**config.mk**
```make
export PLATFORM = sky130hd
export DESIGN_NAME = clk_switch_seq
export DESIGN_NICKNAME = d
export VERILOG_FILES = /design/src/rtl/clk_switch_pkg.sv /design/src/rtl/clk_mfd_calc.sv /design/src/rtl/clk_freq_report.sv /design/src/rtl/clk_wait_ctr.sv /design/src/rtl/clk_switch_seq.sv
export SDC_FILE = /design/constraint.sdc
export NUM_CORES = 1
export LEC_CHECK = 0
export ABC_CLOCK_PERIOD_IN_PS = 13900
export BUFFER_PORTS_ARGS = -buffer_cell sky130_fd_sc_hd__buf_2
export CAP_MARGIN = 40
export CORE_MARGIN = 2
export CORE_UTILIZATION = 40
export DETAILED_ROUTE_END_ITERATION = 8
export PLACE_DENSITY_LB_ADDON = 0.25
export REMOVE_ABC_BUFFERS = 1
export SYNTH_ARGS = -nofsm -noshare
export SYNTH_HDL_FRONTEND = slang
export SYNTH_SLANG_ARGS = --single-unit
```
**constraint.sdc**
```tcl
create_clock -name clk -period 13.9 [get_ports clk]
set_input_delay 0.695 -clock clk [delete_from_list [all_inputs] [get_ports clk]]
set_output_delay 0.695 -clock clk [all_outputs]
set_load 0.01 [all_outputs]
```
**src/rtl/clk_switch_pkg.sv**
```systemverilog
package clk_switch_pkg;
  typedef enum logic [2:0] {
    S_IDLE, S_SREF, S_LIMP, S_LOAD, S_UNLIMP, S_LOCK, S_RESTORE, S_SETTLE
  } seq_state_t;
endpackage

```
**src/rtl/clk_mfd_calc.sv**
```systemverilog
module clk_mfd_calc #(
  parameter int REF_KHZ  = 16000,
  parameter int BUS_DIV  = 6,
  parameter int MFD_MIN  = 88,
  parameter int MFD_MAX  = 135,
  parameter int FSYS_MIN = 58333,
  parameter int FSYS_MAX = 80000,
  parameter int FREQ_W   = 17,
  parameter int MFD_W    = 8
) (
  input  logic [FREQ_W-1:0] fsys_khz,
  output logic [MFD_W-1:0]  mfd,
  output logic              is_zero,
  output logic              in_range
);
  localparam int MULT = 4 * BUS_DIV;

  logic [31:0] scaled;
  logic [31:0] raw;

  always_comb begin
    scaled = (32'd100 * 32'(fsys_khz)) / 32'(REF_KHZ);
    raw    = (32'(MULT) * scaled) / 32'd100;
    if (raw < 32'(MFD_MIN))      mfd = MFD_W'(MFD_MIN);
    else if (raw > 32'(MFD_MAX)) mfd = MFD_W'(MFD_MAX);
    else                         mfd = raw[MFD_W-1:0];
    is_zero  = (fsys_khz == '0);
    in_range = (32'(fsys_khz) >= 32'(FSYS_MIN)) && (32'(fsys_khz) <= 32'(FSYS_MAX));
  end
endmodule

```
**src/rtl/clk_freq_report.sv**
```systemverilog
module clk_freq_report #(
  parameter int REF_KHZ   = 16000,
  parameter int BUS_DIV   = 6,
  parameter int LIMP_CODE = 1,
  parameter int FREQ_W    = 17,
  parameter int MFD_W     = 8
) (
  input  logic [MFD_W-1:0]  mfd,
  input  logic              limp,
  output logic [FREQ_W-1:0] khz
);
  localparam int LIMP_KHZ = REF_KHZ >> (LIMP_CODE + 1);

  logic [31:0] pll_khz;

  always_comb begin
    pll_khz = (32'(REF_KHZ) * 32'(mfd)) / 32'(4 * BUS_DIV);
    khz     = limp ? FREQ_W'(LIMP_KHZ) : FREQ_W'(pll_khz);
  end
endmodule

```
**src/rtl/clk_wait_ctr.sv**
```systemverilog
module clk_wait_ctr #(
  parameter int CNT_W = 16
) (
  input  logic             clk,
  input  logic             rst_n,
  input  logic             clr,
  input  logic             en,
  output logic [CNT_W-1:0] count
);
  logic [CNT_W-1:0] count_d;

  always_comb begin
    count_d = count;
    if (clr)     count_d = '0;
    else if (en) count_d = count + 1'b1;
  end

  always_ff @(posedge clk or negedge rst_n) begin
    if (!rst_n) count <= '0;
    else        count <= count_d;
  end
endmodule

```
**src/rtl/clk_switch_seq.sv**
```systemverilog
module clk_switch_seq
  import clk_switch_pkg::*;
#(
  parameter int REF_KHZ       = 16000,
  parameter int BUS_DIV       = 6,
  parameter int MFD_MIN       = 88,
  parameter int MFD_MAX       = 135,
  parameter int MFD_RESET     = 120,
  parameter int FSYS_MIN      = 58333,
  parameter int FSYS_MAX      = 80000,
  parameter int LIMP_CODE     = 1,
  parameter int SETTLE_CYCLES = 512,
  parameter int FREQ_W        = 17,
  parameter int MFD_W         = 8,
  parameter int CNT_W         = 16
) (
  input  logic              clk,
  input  logic              rst_n,
  input  logic              req_valid,
  input  logic [FREQ_W-1:0] req_khz,
  input  logic              refresh_en,
  input  logic              pll_lock,
  input  logic [CNT_W-1:0]  lock_timeout,
  output logic              req_ack,
  output logic              req_reject,
  output logic              busy,
  output logic              sdram_cke,
  output logic              limp_mode,
  output logic [MFD_W-1:0]  pll_mfd,
  output logic [FREQ_W-1:0] cur_khz,
  output logic              lock_err
);
  localparam logic [CNT_W-1:0] SETTLE_LAST = CNT_W'(SETTLE_CYCLES - 1);

  // reset: asserted asynchronously, released on a clock edge
  logic [1:0] rst_sync_q;
  logic       rst_n_i;
  always_ff @(posedge clk or negedge rst_n) begin
    if (!rst_n) rst_sync_q <= 2'b00;
    else        rst_sync_q <= {rst_sync_q[0], 1'b1};
  end
  assign rst_n_i = rst_sync_q[1];

  seq_state_t       state_q, state_d;
  logic             busy_q, busy_d, ack_q, ack_d, rej_q, rej_d;
  logic             cke_q, cke_d, limp_q, limp_d, err_q, err_d, sr_q, sr_d;
  logic [MFD_W-1:0] mfd_q, mfd_d, tgt_q, tgt_d, calc_mfd;
  logic             calc_zero, calc_ok, ctr_clr, ctr_en;
  logic [CNT_W-1:0] ctr;

  clk_mfd_calc #(
    .REF_KHZ(REF_KHZ), .BUS_DIV(BUS_DIV), .MFD_MIN(MFD_MIN), .MFD_MAX(MFD_MAX),
    .FSYS_MIN(FSYS_MIN), .FSYS_MAX(FSYS_MAX), .FREQ_W(FREQ_W), .MFD_W(MFD_W)
  ) u_calc (
    .fsys_khz(req_khz), .mfd(calc_mfd), .is_zero(calc_zero), .in_range(calc_ok)
  );

  clk_freq_report #(
    .REF_KHZ(REF_KHZ), .BUS_DIV(BUS_DIV), .LIMP_CODE(LIMP_CODE),
    .FREQ_W(FREQ_W), .MFD_W(MFD_W)
  ) u_report (
    .mfd(mfd_q), .limp(limp_q), .khz(cur_khz)
  );

  clk_wait_ctr #(.CNT_W(CNT_W)) u_ctr (
    .clk(clk), .rst_n(rst_n_i), .clr(ctr_clr), .en(ctr_en), .count(ctr)
  );

  always_comb begin
    state_d = state_q;
    busy_d  = busy_q;
    ack_d   = 1'b0;
    rej_d   = 1'b0;
    cke_d   = cke_q;
    limp_d  = limp_q;
    err_d   = err_q;
    sr_d    = sr_q;
    mfd_d   = mfd_q;
    tgt_d   = tgt_q;
    ctr_clr = 1'b0;
    ctr_en  = 1'b0;
    case (state_q)
      S_IDLE: begin
        if (req_valid) begin
          if (calc_zero) begin
            ack_d = 1'b1;
          end else if (!calc_ok) begin
            ack_d = 1'b1;
            rej_d = 1'b1;
          end else begin
            busy_d  = 1'b1;
            tgt_d   = calc_mfd;
            err_d   = 1'b0;
            sr_d    = refresh_en;
            state_d = S_SREF;
          end
        end
      end
      S_SREF: begin
        if (sr_q) cke_d = 1'b0;
        state_d = S_LIMP;
      end
      S_LIMP: begin
        limp_d  = 1'b1;
        state_d = S_LOAD;
      end
      S_LOAD: begin
        mfd_d   = tgt_q;
        state_d = S_UNLIMP;
      end
      S_UNLIMP: begin
        limp_d  = 1'b0;
        ctr_clr = 1'b1;
        state_d = S_LOCK;
      end
      S_LOCK: begin
        if (pll_lock) begin
          state_d = S_RESTORE;
        end else if (ctr >= lock_timeout) begin
          err_d   = 1'b1;
          state_d = S_RESTORE;
        end else begin
          ctr_en = 1'b1;
        end
      end
      S_RESTORE: begin
        cke_d   = 1'b1;
        ctr_clr = 1'b1;
        state_d = S_SETTLE;
      end
      S_SETTLE: begin
        if (ctr == SETTLE_LAST) begin
          ack_d   = 1'b1;
          busy_d  = 1'b0;
          state_d = S_IDLE;
        end else begin
          ctr_en = 1'b1;
        end
      end
      default: state_d = S_IDLE;
    endcase
  end

  always_ff @(posedge clk or negedge rst_n_i) begin
    if (!rst_n_i) begin
      state_q <= S_IDLE;
      busy_q  <= 1'b0;
      ack_q   <= 1'b0;
      rej_q   <= 1'b0;
      cke_q   <= 1'b1;
      limp_q  <= 1'b0;
      err_q   <= 1'b0;
      sr_q    <= 1'b0;
      mfd_q   <= MFD_W'(MFD_RESET);
      tgt_q   <= MFD_W'(MFD_RESET);
    end else begin
      state_q <= state_d;
      busy_q  <= busy_d;
      ack_q   <= ack_d;
      rej_q   <= rej_d;
      cke_q   <= cke_d;
      limp_q  <= limp_d;
      err_q   <= err_d;
      sr_q    <= sr_d;
      mfd_q   <= mfd_d;
      tgt_q   <= tgt_d;
    end
  end

  assign req_ack    = ack_q;
  assign req_reject = rej_q;
  assign busy       = busy_q;
  assign sdram_cke  = cke_q;
  assign limp_mode  = limp_q;
  assign pll_mfd    = mfd_q;
  assign lock_err   = err_q;


  limp_in_busy_chk: assert property (@(posedge clk) disable iff (!rst_n_i)
    limp_q |-> busy_q);

  cke_low_chk: assert property (@(posedge clk) disable iff (!rst_n_i)
    !cke_q |-> (busy_q && sr_q));

  mfd_range_chk: assert property (@(posedge clk) disable iff (!rst_n_i)
    (mfd_q >= MFD_W'(MFD_MIN)) && (mfd_q <= MFD_W'(MFD_MAX)));

  mfd_in_limp_chk: assert property (@(posedge clk) disable iff (!rst_n_i)
    !$stable(mfd_q) |-> limp_q);

  ack_pulse_chk: assert property (@(posedge clk) disable iff (!rst_n_i)
    ack_q |=> !ack_q);

  restore_after_lock_chk: assert property (@(posedge clk) disable iff (!rst_n_i)
    (state_q == S_RESTORE) |-> ($past(pll_lock) || err_q));

  err_rise_chk: assert property (@(posedge clk) disable iff (!rst_n_i)
    $rose(err_q) |-> (state_q == S_RESTORE));
endmodule

```
==> results.md <==
- Clk buf depth: 2
- Wire length of the first global-routing pass: roughly 120000 um
- Synth Flop Type: dfrtp_1
- Die Area: 47000 um^2
- Post-DP HPWL: 56800 um
- Routed len/inst: around 18 um
- Tightest Pin Transition: around 1.0 ns
- Clock skew: 0.00476 ns
- Final hold vios: 0
- Commonest non-fill, non-tap cell in the layout: buf_4
- Slew headroom: 32.6%
- Worst-Skew Late Latency: about 0.29 ns
- Fmax achieved: 0.0422 GHz
- Remaining antenna violation count: 0
- Synth warn: 0
- Via count: 24500
- CTS buffer count: 5
- Worst Setup Start Kind: primary input
- Worst path slowest cell: or4b_4
- Sequential share of the synthesized area: slightly above 6%
- Gpl congestion: 0.962
- Critical Path RT: roughly 14 ns
- Critical-path maximum fanout: 7
- Total Routing Usage GR: 29.6%
- Routed WL: between 70000 and 80000 um
- Family with the most delay on the worst path: compound AO/OA/AOI/OAI gates
- WP data arrival: 23.90 ns
- CP Buf/Inv Count: 20
- Buffers on Ports: 68
- CP Capture Type: register
- Non-filler cells, final: 4213
- Overflow after GRT: 0
- Crit path top cell by count: inv_2
- Max-Cap Viols: 0
- DRC violations left: 0
- Status: finished, violations left
- Worst Hold Class: reg -> async
- Layout cells sized above 1: 45.7%
- Critical path class: in -> reg
- CTS tree: built
- Dpl cells: 4023
- Failing checks: setup timing
- Fin nets: 3851
- Avg Synthesized Cell Area: 7.20 um^2
- Initial Util: just over 40%
- Core area: 45100 um^2
- Final period util: 170%
- Clock sinks: 44
- #FFs+latches synth: 44
- Pin count of the biggest net entering global routing: 39
- Ys async rst share: 100%
- Final setup viols: 8
- Commonest non-fill, non-tap cells in the layout: buf_4 (1049), nor2_1 (221), nand2_1 (207), a21oi_1 (143), ha_1 (139)
- Diode count: 0
- Clock-pin slew on the worst setup and hold paths: approximately 0.060 ns
- Fin Hold WS: about 0.085 ns
- Vias in the first global route: about 24000
- Post-synth EDFFs: 0
- Crit path largest cell delay: roughly 0.60 ns
- Yosys cell types: 140
- Area Growth Syn to Fin: 64.4%
- Fin worst setup slack: -9.78 ns
- Mapped Cells: 2517
- Die X: 217 um
- Initial antenna violation count: 2
- Chip height: between 200 and 250 um
- CTS root buffer: clkbuf_16
- Drt pass-1 iters: 6
- Filler cells: ~3700
- Synthesized cell area: 18100 um^2
- Fin crit period: between 20 and 25 ns
- H-tree depth: 2
- DRT iter0 DRCs: approximately 1700
- Fin util: 66.1%
- Vias per cell: 5.81
- RSZ-0062 raised after global routing: yes
- Max Slew Vio Count: 0
- Site Rows: approximately 80
- I/O pins: roughly 70
==> logic make-up after synthesis <==
family	Yosys count	share of synthesized area, %
compound gates	815	32.5
xor+xnor	198	9.61
fa+ha+maj	206	15.6
buf+inv	235	5.80
flops	44	6.14
mux	57	3.39
other cells	1	0.0207
simple gates	961	27.0
==> synth_stat cells (35+ instances only) <==
cell | n | share of area, %
nor2_1 | 236 | 4.9
nand2_1 | 217 | 4.5
a21oi_1 | 181 | 5.0
ha_1 | 166 | 11
xnor2_1 | 143 | 6.9
inv_1 | 140 | 2.9
o21ai_0 | 123 | 3.4
nor3_1 | 95 | 2.6
nand3_1 | 85 | 2.3
xor2_1 | 54 | 2.6
and2_1 | 46 | 1.6
a31oi_1 | 44 | 1.5
clkbuf_1 | 39 | 0.81
and3_1 | 38 | 1.3
dfrtp_1 | 35 | 4.8
fa_1 | 35 | 3.9
nand4_1 | 35 | 1.2
==> state kept, by name, indices dropped and copies added (netlist names) <==
register     count
busy             1
sdram_cke        1
pll_mfd          8
state_q          3
limp_mode        1
req_reject       1
u_ctr.count     16
req_ack          1
tgt_q            8
rst_sync_q       2
sr_q             1
lock_err         1
==> repair_timing <==
item,4_1_cts,5_1_grt
endpoints found under the setup margin,8,11
setup buffers,113,72
cloned,1,0
hold buffers,0,0
gates resized for setup,280,229
pin swaps,119,129
==> through the flow <==
step	worst slack [ns]	TNS, ns	instance area (um^2)
CTS	-8.70	-52.20	28200
finish	-9.78	-59.73	29800
global placement	-9.94	-61.18	25700
detailed placement	-10.57	-65.41	25700
global route	-10.60	-65.72	29800
floorplan	-12.96	-81.33	17600
==> final cells by class <==
type	instances	area, um^2	share of cell area, %
Multi-Input combinational cell	2238	18200	61.2
Timing Repair Buffer	1172	8930	30.0
Sequential cell	44	1110	3.74
Tap cell	600	751	2.52
Inverter	150	578	1.94
Clock buffer	7	153	0.512
Clock inverter	1	30.0	0.101
Timing Repair inverter	1	7.51	0.0252
==> layer usage <==
| layer | vias to the layer above | share of wire [%] | GRT usage (%) | wire (um) |
|---|---|---|---|---|
| met3 | 266 | 4.4 | 2.42 | 3340 |
| met2 | 862 | 51 | 55.6 | 38500 |
| met5 | - | 0.035 | 0 | 26 |
| met1 | 11800 | 40 | 34.9 | 30100 |
| li1 | 11600 | - | - | - |
| met4 | 4 | 4.2 | 11.2 | 3120 |
==> final timing paths <==
| check | startpoint | to | slack (ns) | depth (start not counted) |
|---|---|---|---|---|
| worst max-delay path | req_khz[2] | tgt_q[0]$_DFFE_PN0P_ | -9.78 | 109 |
| max in group asynchronous | rst_sync_q[1]$_DFF_PN0_ | sdram_cke$_DFFE_PN1P_ | 13.33 | 1 |
| worst min register to register | rst_sync_q[1]$_DFF_PN0_ | pll_mfd[0]$_DFFE_PN0N_ | 0.08 | 0 |
| min in group clk | rst_sync_q[0]$_DFF_PN0_ | rst_sync_q[1]$_DFF_PN0_ | 0.35 | 0 |
| worst min-delay path | rst_sync_q[1]$_DFF_PN0_ | pll_mfd[0]$_DFFE_PN0N_ | 0.08 | 0 |
| worst max register to register | u_ctr.count[0]$_DFFE_PN0P_ | u_ctr.count[15]$_DFFE_PN0P_ | 8.95 | 30 |
Power is not shown: default switching activity piles up to over one toggle a cycle in this logic, so the estimate is an artifact.
